===== src/rtl/irq_flag_pkg.sv =====
package irq_flag_pkg;

  localparam int NUM_FLAGS = 4;
  // internal flag index order
  localparam int F_RXFULL  = 0;
  localparam int F_OVERRUN = 1;
  localparam int F_STCHG   = 2;
  localparam int F_WAKE    = 3;

  typedef struct packed {
    logic [NUM_FLAGS-1:0] setVec;
    logic [NUM_FLAGS-1:0] clrVec;
    logic                 enLoad;
    logic [NUM_FLAGS-1:0] enData;
  } flagStrobe_t;

endpackage


===== src/rtl/irq_flag_ctrl.sv =====
module irq_flag_ctrl
  import irq_flag_pkg::*;
#(
  parameter int REG_W = 8
) (
  input  logic             wrEn,
  input  logic             wrAddr,
  input  logic [REG_W-1:0] wrData,
  input  logic             wakeCond,
  input  logic             overrunCond,
  input  logic             rxFullCond,
  input  logic             statChange,
  output flagStrobe_t      strb
);

  logic [NUM_FLAGS-1:0] condVec;
  logic [NUM_FLAGS-1:0] wrFlagBits;
  logic                 flagWrite;
  logic                 wrDataUnused;

  assign condVec[F_RXFULL]  = rxFullCond;
  assign condVec[F_OVERRUN] = overrunCond;
  assign condVec[F_STCHG]   = statChange;
  assign condVec[F_WAKE]    = wakeCond;

  // flag bits sit at the two lowest and two highest positions
  assign wrFlagBits   = {wrData[REG_W-1], wrData[REG_W-2], wrData[1], wrData[0]};
  assign wrDataUnused = ^wrData[REG_W-3:2];

  assign flagWrite = wrEn && !wrAddr;

  genvar gi;
  generate
    for (gi = 0; gi < NUM_FLAGS; gi++) begin : g_flag
      // a live condition blocks the clear: the set wins
      assign strb.setVec[gi] = condVec[gi];
      assign strb.clrVec[gi] = flagWrite && wrFlagBits[gi] && !condVec[gi];
    end
  endgenerate

  assign strb.enLoad = wrEn && wrAddr;
  assign strb.enData = wrFlagBits;

endmodule


===== src/rtl/irq_flag_dp.sv =====
module irq_flag_dp
  import irq_flag_pkg::*;
#(
  parameter int STAT_W = 2,
  parameter int REG_W  = 4 + 2 * STAT_W
) (
  input  logic              clk,
  input  logic              rstN,
  input  flagStrobe_t       strb,
  input  logic [STAT_W-1:0] rxState,
  input  logic [STAT_W-1:0] txState,
  input  logic              rdAddr,
  output logic [REG_W-1:0]  rdData,
  output logic              statChange,
  output logic              irqOut
);

  localparam int STATS_W = 2 * STAT_W;

  logic [NUM_FLAGS-1:0] flagReg;
  logic [NUM_FLAGS-1:0] enReg;
  logic [STAT_W-1:0]    rxStatReg;
  logic [STAT_W-1:0]    txStatReg;
  logic [REG_W-1:0]     flagView;
  logic [REG_W-1:0]     enView;

  assign statChange = (rxState != rxStatReg) || (txState != txStatReg);

  always_ff @(posedge clk or negedge rstN) begin
    if (!rstN) begin
      flagReg   <= '0;
      enReg     <= '0;
      rxStatReg <= '0;
      txStatReg <= '0;
      irqOut    <= 1'b0;
    end else begin
      flagReg   <= (flagReg & ~strb.clrVec) | strb.setVec;
      rxStatReg <= rxState;
      txStatReg <= txState;
      irqOut    <= |(flagReg & enReg);
      if (strb.enLoad) enReg <= strb.enData;
    end
  end

  assign flagView = {flagReg[F_WAKE], flagReg[F_STCHG], rxStatReg, txStatReg,
                     flagReg[F_OVERRUN], flagReg[F_RXFULL]};
  assign enView   = {enReg[F_WAKE], enReg[F_STCHG], {STATS_W{1'b0}},
                     enReg[F_OVERRUN], enReg[F_RXFULL]};

  assign rdData = rdAddr ? enView : flagView;

  AST_SET_WINS: assert property (@(posedge clk) disable iff (!rstN)
    1'b1 |=> ((flagReg & $past(strb.setVec)) == $past(strb.setVec)));

  AST_STICKY: assert property (@(posedge clk) disable iff (!rstN)
    1'b1 |=> (((flagReg | $past(strb.clrVec)) & $past(flagReg)) == $past(flagReg)));

  AST_STATUS_FOLLOW: assert property (@(posedge clk) disable iff (!rstN)
    1'b1 |=> ({rxStatReg, txStatReg} == $past({rxState, txState})));

  AST_CHANGE_FLAG: assert property (@(posedge clk) disable iff (!rstN)
    statChange |=> flagReg[F_STCHG]);

  AST_IRQ_LAG: assert property (@(posedge clk) disable iff (!rstN)
    1'b1 |=> (irqOut == $past(|(flagReg & enReg))));

  AST_EN_HOLD: assert property (@(posedge clk) disable iff (!rstN)
    !strb.enLoad |=> $stable(enReg));

endmodule


===== src/rtl/irq_flag_bank.sv =====
module irq_flag_bank
  import irq_flag_pkg::*;
#(
  parameter int STAT_W = 2,
  parameter int REG_W  = 4 + 2 * STAT_W
) (
  input  logic              clk,
  input  logic              rstN,
  input  logic              wrEn,
  input  logic              wrAddr,
  input  logic [REG_W-1:0]  wrData,
  input  logic              rdAddr,
  output logic [REG_W-1:0]  rdData,
  input  logic              wakeCond,
  input  logic              overrunCond,
  input  logic              rxFullCond,
  input  logic [STAT_W-1:0] rxState,
  input  logic [STAT_W-1:0] txState,
  output logic              irqOut
);

  flagStrobe_t strb;
  logic        statChange;

  irq_flag_ctrl #(.REG_W(REG_W)) u_ctrl (
    .wrEn        (wrEn),
    .wrAddr      (wrAddr),
    .wrData      (wrData),
    .wakeCond    (wakeCond),
    .overrunCond (overrunCond),
    .rxFullCond  (rxFullCond),
    .statChange  (statChange),
    .strb        (strb)
  );

  irq_flag_dp #(.STAT_W(STAT_W), .REG_W(REG_W)) u_dp (
    .clk        (clk),
    .rstN       (rstN),
    .strb       (strb),
    .rxState    (rxState),
    .txState    (txState),
    .rdAddr     (rdAddr),
    .rdData     (rdData),
    .statChange (statChange),
    .irqOut     (irqOut)
  );

endmodule


===== config.mk =====
export PLATFORM = sky130hd
export DESIGN_NAME = irq_flag_bank
export DESIGN_NICKNAME = d
export VERILOG_FILES = /design/src/rtl/irq_flag_pkg.sv /design/src/rtl/irq_flag_ctrl.sv /design/src/rtl/irq_flag_dp.sv /design/src/rtl/irq_flag_bank.sv
export SDC_FILE = /design/constraint.sdc
export NUM_CORES = 1
export LEC_CHECK = 0
export ABC_AREA = 1
export BUFFER_PORTS_ARGS = -buffer_cell sky130_fd_sc_hd__buf_2
export CORE_AREA = 2 2 43 45
export DETAILED_ROUTE_END_ITERATION = 8
export DIE_AREA = 0 0 45 47
export PLACE_DENSITY_LB_ADDON = 0.12
export SYNTH_ARGS = -nofsm -noshare
export SYNTH_HDL_FRONTEND = slang
export SYNTH_SLANG_ARGS = --single-unit

===== constraint.sdc =====
create_clock -name clk -period 1.3 [get_ports clk]
set_clock_uncertainty 0.15 [all_clocks]
set_input_delay 0.26 -clock clk [delete_from_list [all_inputs] [get_ports clk]]
set_output_delay 0.26 -clock clk [all_outputs]
set_load 0.02 [all_outputs]

## After elaboration in Yosys (flattened, before gate mapping)

Index checks and enable logic that the tools add are counted.

| word-level totals | value |
|---|---|
| register bits after elaboration | 13 |
| bits of input ports | 20 |
| word-level logic and storage cells | 29 |

| operators by class | value |
|---|---|
| equal/unequal tests | 2 |
| mux-type cells | 1 |
| bitwise operators | 4 |
| reduce and logical (&&, ||, !) cells | 17 |

Operators with widths:

| kind | number |
|---|---|
| logical AND 1 bit | 10 |
| AND 4 bit | 2 |
| 2-to-1 mux 8 bit | 1 |
| zero test 1 bit | 5 |
| != test 2 bit | 2 |
| NOT 4 bit | 1 |
| OR 4 bit | 1 |
| OR reduction 4 bit | 1 |
| logical OR 1 bit | 1 |

## Depth between registers and ports, before layout

Gate-level depths: netlist (run 1).

| logic depth | value |
|---|---|
| depth in word-level cells | 7 |
| mapped depth | 5 |
| gate-level depth less buffers | 5 |

## By module

A second synthesis (run 1) with hierarchy kept.

| unflattened totals | value |
|---|---|
| cell total of the unflattened synthesis | 98 |
| area, all modules | 715.7 um^2 |

By module, submodules not included:

| module | times used | cells each | area each (um^2) | seq. area each (um^2) |
|---|---|---|---|---|
| irq_flag_dp | 1 | 74 | 593.1 | 325.3 |
| irq_flag_ctrl | 1 | 24 | 122.6 | 0.0 |

## Worst setup path before layout (run 1)

Ideal clock, no wire load.

| timing path | value |
|---|---|
| path kind | input-to-output |
| start point | in rdAddr |
| end point | out rdData[0] |
| arrival time | 745 ps |
| required time | 890 ps |
| setup slack | 145 ps |
| stages on the path | 2 |
| buffers on the path | 1 |
| path through | buf_4 > o21ai_1 |

| between the ends | value |
|---|---|
| longest elaborated chain between the ends | 1 |

RTL lines:

| item | RTL line | source |
|---|---|---|
| from (decl) | irq_flag_bank.sv:12 | `input logic rdAddr,` |
| 2-to-1 mux 8 bit | irq_flag_dp.sv:50 | `assign rdData = rdAddr ? enView : flagView;` |
| to (decl) | irq_flag_bank.sv:13 | `output logic [REG_W-1:0] rdData,` |

No other way between the ends.

## Worst setup path after layout (run 1)

| timing path | value |
|---|---|
| start point | reg u_dp.flagReg[2] |
| end point | out rdData[6] |

| between the ends | value |
|---|---|
| longest elaborated chain between the ends | 1 |

RTL lines:

| item | RTL line | source |
|---|---|---|
| from (decl) | irq_flag_dp.sv:20 | `logic [NUM_FLAGS-1:0] flagReg;` |
| from (signal assigned) | irq_flag_dp.sv:37 | `flagReg <= (flagReg & ~strb.clrVec) \| strb.setVec;` |
| 2-to-1 mux 8 bit | irq_flag_dp.sv:50 |  |

No other way between the ends.

==> summary.md, run 1 <==
| Metric | Value |
|---|---|
| Final worst setup slack | -0.154 ns |
| Layout cells sized above 1 | between 40% and 50% |
| Ys Warns | 0 |
| Critical-path cell with the highest stage delay | dfrtp_1 |
| Starting density of the core | 37.9% |
| Slew HR | 80.1% |
| Vias in the first global route | a little under 500 |
| Iter 0 DRT Violations | 10 |
| Final net count | 142 |
| Crit start category | flip-flop |
| Seq pwr share | 47.7% |
| Worst-path maximum fanout | 2 |
| Crit path capture type | output port |
| Core ar. | between 1500 and 2000 µm² |
| Antenna-violating nets left | 0 |
| Root buffer cell | clkbuf_4 |
| Initial antenna violation count | 0 |
| Crit-path leading delay family | flip-flops |
| Std cell rows | 15 |
| VDD IR max | about 470 µV |
| Tcrit/Tclk final | 112% |
| Area delta synth->final | 56.4% |
| Chip Height | about 47 µm |
| Synth cell types | 12 |
| Fin Hold WS | between 0.02 and 0.03 ns |
| Chip width | about 45 µm |
| HP Class | in -> reg |
| Vias | 598 |
| Synth top area cells | dfrtp_1 52%, nand2_1 14%, inv_1 9.6% |
| P_sw | approximately 270 µW |
| Routed wire per std cell | ~9.3 µm |
| Largest stage delay on the critical path | 0.38 ns |
| Layout filler cell count | around 160 |
| Ant diodes | 0 |
| Yosys reg bits | 13 |
| Cells after Synth | ~80 |
| First-pass GRT wire length | between 1.5 and 2 mm |
| WL final | between 1 and 1.5 mm |
| Commonest cells after routing, fill and taps aside | 23 x nand2_1, 16 x buf_4, 15 x buf_2 |
| H-Tree Depth | 1 |
| DR vias/cell | about 4.3 |
| CTS tree | done |
| I/O pins | 29 |
| TritonCTS Buffers | 3 |
| Failing checks | setup timing |
| DP HPWL | around 930 µm |
| Sinks on the clock net | 13 |
| Synth area leader | dfrtp_1 |
| Max Cap Violations | 0 |
| Critical Path RT | approximately 0.89 ns |
| Clock power share | roughly 26% |
| PortBufs | 24 |
| Final min period | about 1.5 ns |
| Total grt overflow | 0 |
| Outcome | complete, but fails checks |
| Commonest non-fill, non-tap cell in the layout | nand2_1 |
| Pwr dens | slightly below 1000 nW/µm² |
| Detailed Routing Iterations Pass 1 | 4 |
| Post-synthesis sequential area ratio | a little over half |
| Die area | 2120 µm² |
| FMAX | between 600 and 700 MHz |
| Longest Clk Path Bufs | 2 |
| Avg Cell Area, Syn | between 8 and 9 µm² |
| Mapped Area | 626 µm² |
| Clk Latency, worst-skew pair | approximately 0.27 ns |
| Sum of buffers and inverters on the critical path | 1 |
| Pleak | roughly 0.54 nW |
| Internal | 685 µW |
| Worst-Margin Slew | approximately 0.3 ns |
| Gr usage total | 12.9% |
| Post-Syn Nets | 98 |
| RSZ-0062 raised after global routing | true |
| DRC Markers | 0 |
| Comb pwr share | between 20% and 30% |
| Share of the synthesized area in the top cell type | a little over half |
| Setup TNS | -0.315 ns |
| Final number of hold-violating endpoints | 0 |
| Largest net degree at the start of global routing | 14 |
| Clock-pin slew on the worst setup and hold paths | roughly 0.08 ns |
| Max Slew Vio Count | 0 |
| GPL Wtd Cong | around 0.71 |
| Crit Path Class | reg -> out |
| Switch share | about 28% |
| Crit path cell chain | mux2_4 > buf_6 |
| Final setup vio count | 7 |
| Critical Path AT | 1.04 ns |
-- per-stage QoR --
step                utilization, %  instance area [µm²]  instances  setup slack, ns  total power [mW]
floorplan                        -                  626         78            0.145             0.569
global placement              46.9                  774        120           0.0512             0.641
detailed placement            46.9                  774        120           0.0502             0.644
CTS                           55.2                  911        134           -0.165             0.928
global route                  59.2                  978        138           -0.182              1.01
finish                        59.2                  978        138           -0.154             0.951
-- per-layer routing --
metal  GRT usage [%]  wire length (µm)  share of wire, %  vias up
li1                -                 -                 -      321
met2            23.1               650                50       18
met1            15.3               575                45      259
met3            2.31                64               5.0        0
met4            5.29                 0                 0        0
met5               0                 0                 0        -
-- cells by family (layout without fill, tap and decap cells) --
logic type,Yosys count,after routing,share of synthesized area [%]
and+or+nand+nor,36,36,23.0
muxes,1,1,1.80
buffers and inverters,17,60,10.8
AOI/OAI and AO/OA,11,11,12.4
DFF,13,13,52.0
-- power by group through the flow --
stage | combinational (mW) | sequential, mW | clock (mW)
final | 0.254 | 0.454 | 0.243
after floorplan | 0.105 | 0.465 | 0
after CTS | 0.223 | 0.453 | 0.253
after global routing | 0.283 | 0.457 | 0.274
after global placement | 0.179 | 0.461 | 0
after detailed placement | 0.183 | 0.461 | 0
-- state kept, by name (all words and copies together) (netlist names) --
name,count
u_dp.rxStatReg,2
u_dp.irqOut,1
u_dp.enReg,4
u_dp.txStatReg,2
u_dp.flagReg,4
-- layout make-up --
class                      instances  area (µm²)  share of cell area, %
inverter                          16        60.1                   6.14
clock buffer                       4        26.3                   2.69
multi-input combinational         48         255                   26.1
tap                               17        21.3                   2.17
timing repair buffer              40         290                   29.7
sequential                        13         325                   33.2
-- timing repair --
action | in CTS | in global routing
buffers inserted | 5 | 5
hold buffers | 5 | 0
gates resized for setup | 11 | 14
endpoints found under the hold margin | 17 | 0
endpoints found under the setup margin | 8 | 9
pin swaps | 1 | 3
-- final timing paths --
path / cells after the start / end / startpoint / slack, ns
setup reg to reg: 6 / u_dp.flagReg[2] / u_dp.txStatReg[0] / 0.22
hold reg to reg: 2 / u_dp.enReg[1] / u_dp.enReg[1] / 0.37
max in group asynchronous: 2 / u_dp.flagReg[0] / rstN / 0.52
min in group asynchronous: 2 / u_dp.flagReg[2] / rstN / 0.25
setup / recovery: 2 / rdData[6] / u_dp.flagReg[2] / -0.15
hold / removal: 2 / u_dp.flagReg[3] / wakeCond / 0.03
-- synthesized netlist by cell type --
master and number:
o21bai_2 3, dfrtp_1 13, inv_1 16, nand4_1 1, nand2_2 2, mux2_2 1, o21ai_1 7, nor2_1 9
buf_4 1, o21ai_2 1, nand3_1 1, nand2_1 23
(Power assumes the default switching activity.)
==> run 2: changes to the inputs <==
Settings changed: RECOVER_POWER set to 50.
==> run 2 against run 1 <==
- the flow still finishes with violations (setup timing)
- die area unchanged
- design area did not move
- via count up 1.2%
- setup slack worse by 0.00054 ns
- critical path depth unchanged
- global-route usage unchanged
- hold slack hardly changed
- register-to-register slack is essentially flat
- sequential cell count is the same
- cell count unchanged
- power is essentially flat
- fmax about the same
==> summary.md, run 2 (synthesis results as in run 1) <==
| Metric | Value |
|---|---|
| DR vias/cell | roughly 4.4 |
| Slew HR | 77.4% |
| Core ar. | around 1700 µm² |
| Outcome | complete, but fails checks |
| I/O pins | 29 |
| Root buffer cell | clkbuf_4 |
| FMAX | between 600 and 700 MHz |
| Antenna-violating nets left | 0 |
| Setup TNS | -0.338 ns |
| Starting density of the core | 37.9% |
| Comb pwr share | a little over a quarter |
| PortBufs | 24 |
| Routed wire per std cell | 9.48 µm |
| First-pass GRT wire length | between 1.5 and 2 mm |
| Switch share | approximately 28% |
| Crit start category | flip-flop |
| Commonest cells after routing, fill and taps aside | 23 x nand2_1, 16 x buf_4, 14 x buf_2 |
| Max Cap Violations | 0 |
| Failing checks | setup timing |
| Clk Latency, worst-skew pair | 0.27 ns |
| Final worst setup slack | -0.155 ns |
| CTS tree | done |
| Hold path cells | 2 |
| DP HPWL | 934 µm |
| Final net count | 142 |
| Pleak | ~0.55 nW |
| Crit Path Class | reg -> out |
| Total grt overflow | 0 |
| Final min period | roughly 1.5 ns |
| Critical Path AT | about 1.0 ns |
| WL final | approximately 1.3 mm |
| VDD IR max | about 470 µV |
| Hold_sp | wakeCond |
| Seq pwr share | a little under half |
| Area delta synth->final | 56.4% |
| TritonCTS Buffers | 3 |
| Worst-path maximum fanout | 2 |
| GPL Wtd Cong | between 0.7 and 0.8 |
| Vias | just over 600 |
| Final setup vio count | 7 |
| Iter 0 DRT Violations | 10 |
| Detailed Routing Iterations Pass 1 | 4 |
| H-Tree Depth | 1 |
| Commonest non-fill, non-tap cell in the layout | nand2_1 |
| Hold Path End | u_dp.flagReg[3] |
| P_sw | between 200 and 300 µW |
| Worst r2r dst | u_dp.flagReg[2] |
| Largest net degree at the start of global routing | 14 |
| Tcrit/Tclk final | 112% |
| Std cell rows | 15 |
| Longest Clk Path Bufs | 2 |
| Critical Path RT | slightly below 0.9 ns |
| Gr usage total | roughly an eighth |
| Clock-pin slew on the worst setup and hold paths | ~0.080 ns |
| Largest regs | u_dp.enReg (4), u_dp.flagReg (4) |
| Max Slew Vio Count | 0 |
| Die area | roughly 2100 µm² |
| Design Power | 950 µW |
| Critical R2R Launch | u_dp.txStatReg[0] |
| DRC Markers | 0 |
| Chip Height | 47 µm |
| Setup slack, reg-to-reg | around 0.22 ns |
| Final number of hold-violating endpoints | 0 |
| Internal | about 700 µW |
| Pwr dens | between 900 and 1000 nW/µm² |
| Ant diodes | 0 |
| Clock power share | about a quarter |
| Chip width | approximately 45 µm |
| Initial antenna violation count | 0 |
| Worst-Margin Slew | about 0.34 ns |
| HP Class | in -> reg |
| Crit path capture type | output port |
| Worst R2R Path Depth | 6 |
| Vias in the first global route | just under 500 |
| RSZ-0062 raised after global routing | true |
| Sinks on the clock net | 13 |
| Layout cells sized above 1 | approximately 44% |
run 2: cell count changes in the layout (fill, tap and decap cells not counted):
cell	before	now
buf_2	15	14
clkbuf_2	0	1
inv_1	9	12
inv_2	7	4
o21ai_0	0	2
o21ai_1	4	2
run 2: worst max-delay path, stage by stage (launching register included):
cell     delay (ns)
dfrtp_1        0.38
mux2_4         0.27
buf_6          0.13
run 2: layout make-up:
type | instances | area [µm²]
clock buffers | 4 | 26.3
fillers | 162 | 673
inverters | 16 | 60.1
multi-input cells | 48 | 255
flip-flops and latches | 13 | 325
well taps | 17 | 21.3
repair buffers | 40 | 290
run 2: metrics by stage:
stage | instances | instance area, µm² | hold WS [ns] | util [%] | worst slack, ns
2_1_floorplan | 78 | 626 | -0.186 | - | 0.145
3_3_place_gp | 120 | 774 | 0.0162 | 46.9 | 0.0512
3_5_place_dp | 120 | 774 | 0.0153 | 46.9 | 0.0502
4_1_cts | 134 | 911 | 0.0235 | 55.2 | -0.165
5_1_grt | 138 | 978 | 0.0277 | 59.2 | -0.182
6_report | 138 | 978 | 0.0284 | 59.2 | -0.155
run 2: worst max-delay path by stage:
stage	startpoint	end	slack, ns	cells past startpoint
CTS	u_dp.flagReg[2]	rdData[6]	-0.16	2
finish	u_dp.flagReg[2]	rdData[6]	-0.15	2
global route	u_dp.flagReg[2]	rdData[6]	-0.18	2
detailed placement	rdAddr	rdData[6]	0.05	3
global placement	rdAddr	rdData[6]	0.05	3
floorplan	rdAddr	rdData[0]	0.15	2
run 2: power groups by stage:
stage	logic (mW)	registers [mW]	clock network, mW
6_report	0.253	0.454	0.243
5_1_grt	0.281	0.456	0.274
4_1_cts	0.223	0.453	0.253
3_5_place_dp	0.183	0.461	0
3_3_place_gp	0.179	0.461	0
2_1_floorplan	0.105	0.465	0
run 2: repair_timing:
item | CTS | global route
hold endpoints to repair | 17 | 0
setup endpoints to repair | 8 | 9
hold buffers | 5 | 0
pin swaps | 1 | 3
gates cloned | 0 | 0
resized for setup | 11 | 14
setup buffers | 5 | 5
run 2: per-layer routing:
metal / vias up / wire length, µm / global-route usage (%)
met5: - / 0 / 0
met4: 0 / 0 / 5.29
met3: 0 / 74 / 2.31
met2: 18 / 654 / 23.1
met1: 266 / 580 / 15.3
li1: 321 / - / -
==> run 3: changes to the inputs <==
Settings changed: SLEW_MARGIN set to 40.
Clock period 1.3 ns to 1.5 ns, I/O delays scaled along.
==> run 3 against run 2 <==
- the run still ends with setup timing left
- first-iteration DRC count is 40% lower
- utilization is 6.5 points lower
- sequential share of layout area up 4.1 points
- power fell by 17%
- design area fell by 11%
- register-to-register slack improved by 0.25 ns
- critical endpoint unchanged
- largest power group unchanged
- highest routed layer is now met4
==> summary.md, run 3 (synthesis results as in run 1) <==
| Metric | Value |
|---|---|
| Outcome | complete, but fails checks |
| Failing checks | setup timing |
| Ant diodes | 0 |
| Commonest cells after routing, fill and taps aside | 23 x nand2_1, 21 x buf_2, 16 x inv_1 |
| Root buffer cell | clkbuf_4 |
| H-Tree Depth | 1 |
| Final instance area | roughly 870 µm² |
| Final worst setup slack | -0.00733 ns |
| Total grt overflow | 0 |
| Critical Path RT | about 1.1 ns |
| Crit path capture type | output port |
| Commonest non-fill, non-tap cell in the layout | nand2_1 |
| Worst-Margin Slew | 0.701 ns |
| Finished Core Util | 52.7% |
| Crit start category | flip-flop |
| Die area | between 2000 and 2500 µm² |
| Chip Height | about 47 µm |
| Routed wire per std cell | 9.47 µm |
| Detailed Routing Iterations Pass 1 | 4 |
| Final net count | between 100 and 150 |
| Critical R2R Launch | u_dp.enReg[2] |
| Slew HR | between 50% and 60% |
| Hold Path End | u_dp.rxStatReg[1] |
| DRC Markers | 0 |
| Clock-pin slew on the worst setup and hold paths | ~0.080 ns |
| Vias | roughly 580 |
| Gr usage total | roughly an eighth |
| FMAX | around 660 MHz |
| WL final | 1.24 mm |
| Pleak | between 0.5 and 0.6 nW |
| Clk Latency, worst-skew pair | 0.27 ns |
| Largest regs | u_dp.enReg (4), u_dp.flagReg (4) |
| Core ar. | approximately 1700 µm² |
| Placed inst area | just under 800 µm² |
| VDD IR max | roughly 440 µV |
| Hold_sp | rxState[1] |
| Worst r2r dst | u_dp.irqOut |
| Hold path cells | 1 |
| GPL Wtd Cong | 0.714 |
| Crit Path Class | reg -> out |
| HP Class | in -> reg |
| CTS tree | done |
| Tcrit/Tclk final | 100% |
| Largest net degree at the start of global routing | 14 |
| I/O pins | 29 |
| Initial antenna violation count | 0 |
| Starting density of the core | a little under two fifths |
| Final setup vio count | 1 |
| DP HPWL | roughly 950 µm |
| RSZ-0062 raised after global routing | true |
| Worst-path maximum fanout | 2 |
| Area delta synth->final | 39.2% |
| Std cell rows | 15 |
| Iter 0 DRT Violations | 6 |
| Setup slack, reg-to-reg | 0.47 ns |
| Vias in the first global route | about 500 |
| Antenna-violating nets left | 0 |
| Max Cap Violations | 0 |
| Chip width | between 40 and 50 µm |
| First-pass GRT wire length | ~2.0 mm |
| DR vias/cell | around 4.5 |
| Max Slew Vio Count | 0 |
| Longest Clk Path Bufs | 2 |
| PortBufs | 24 |
| Critical Path AT | 1.06 ns |
| Pwr dens | roughly 900 nW/µm² |
| TritonCTS Buffers | 3 |
| Layout cells sized above 1 | between 30% and 40% |
| Worst R2R Path Depth | 4 |
| Final number of hold-violating endpoints | 0 |
| Sinks on the clock net | 13 |
| Final min period | approximately 1.5 ns |
[run 3: changes by cell type in the layout (fill, tap and decap cells not counted), sizes merged]
| cell | previous run | this run |
|---|---|---|
| clkbuf | 5 | 6 |
| dlygate4sd3 | 5 | 4 |
| buf | 34 | 27 |
[run 3: where the power goes]
group,switching [mW],internal (mW),total (mW),leakage (nW)
Sequential,0.0148,0.378,0.392,0.143
Clock,0.112,0.103,0.215,0.0150
Combinational,0.0959,0.0821,0.178,0.345
Total,0.223,0.563,0.786,0.503
[run 3: layout make-up]
cell class	count	area (µm²)
timing repair buffer	33	201
inverter	16	60.1
multi-input combinational	48	236
tap	17	21.3
clock buffer	4	26.3
fill	190	781
sequential	13	325
[run 3: how the worst max path moves through the flow]
stage               startpoint        end  depth (start not counted)
6_report       u_dp.flagReg[2]  rdData[6]                          2
5_1_grt        u_dp.flagReg[2]  rdData[6]                          2
4_1_cts        u_dp.flagReg[2]  rdData[6]                          2
3_5_place_dp            rdAddr  rdData[6]                          3
3_3_place_gp            rdAddr  rdData[6]                          3
2_1_floorplan           rdAddr  rdData[0]                          2
[run 3: routing by layer]
layer  vias up  share of wire, %  track usage [%]
met5         -                 0                0
met4         0               1.7             7.06
met3         4               5.2             2.31
met2        20                49             21.4
met1       253                44             17.2
li1        307                 -                -
[run 3: timing repair]
action,CTS,global route
gates resized for setup,3,0
setup buffers,2,1
hold buffers,3,1
setup endpoints to repair,1,1
endpoints found under the hold margin,15,1
[run 3: critical path, stage by stage (launching register included)]
cell and delay, ns:
dfrtp_1 0.38, mux2_4 0.27, buf_6 0.13
[run 3: stage by stage]
step	hold WS [ns]	setup WS (ns)	power, mW	cells	setup TNS [ns]
after floorplan	-0.146	0.265	0.494	78	0
after global placement	0.0561	0.169	0.555	120	0
after detailed placement	0.0560	0.169	0.559	120	0
after CTS	0.000128	-0.0126	0.792	129	-0.0126
after global routing	0.0137	-0.0329	0.840	131	-0.0329
final	0.0212	-0.00733	0.786	131	-0.00733
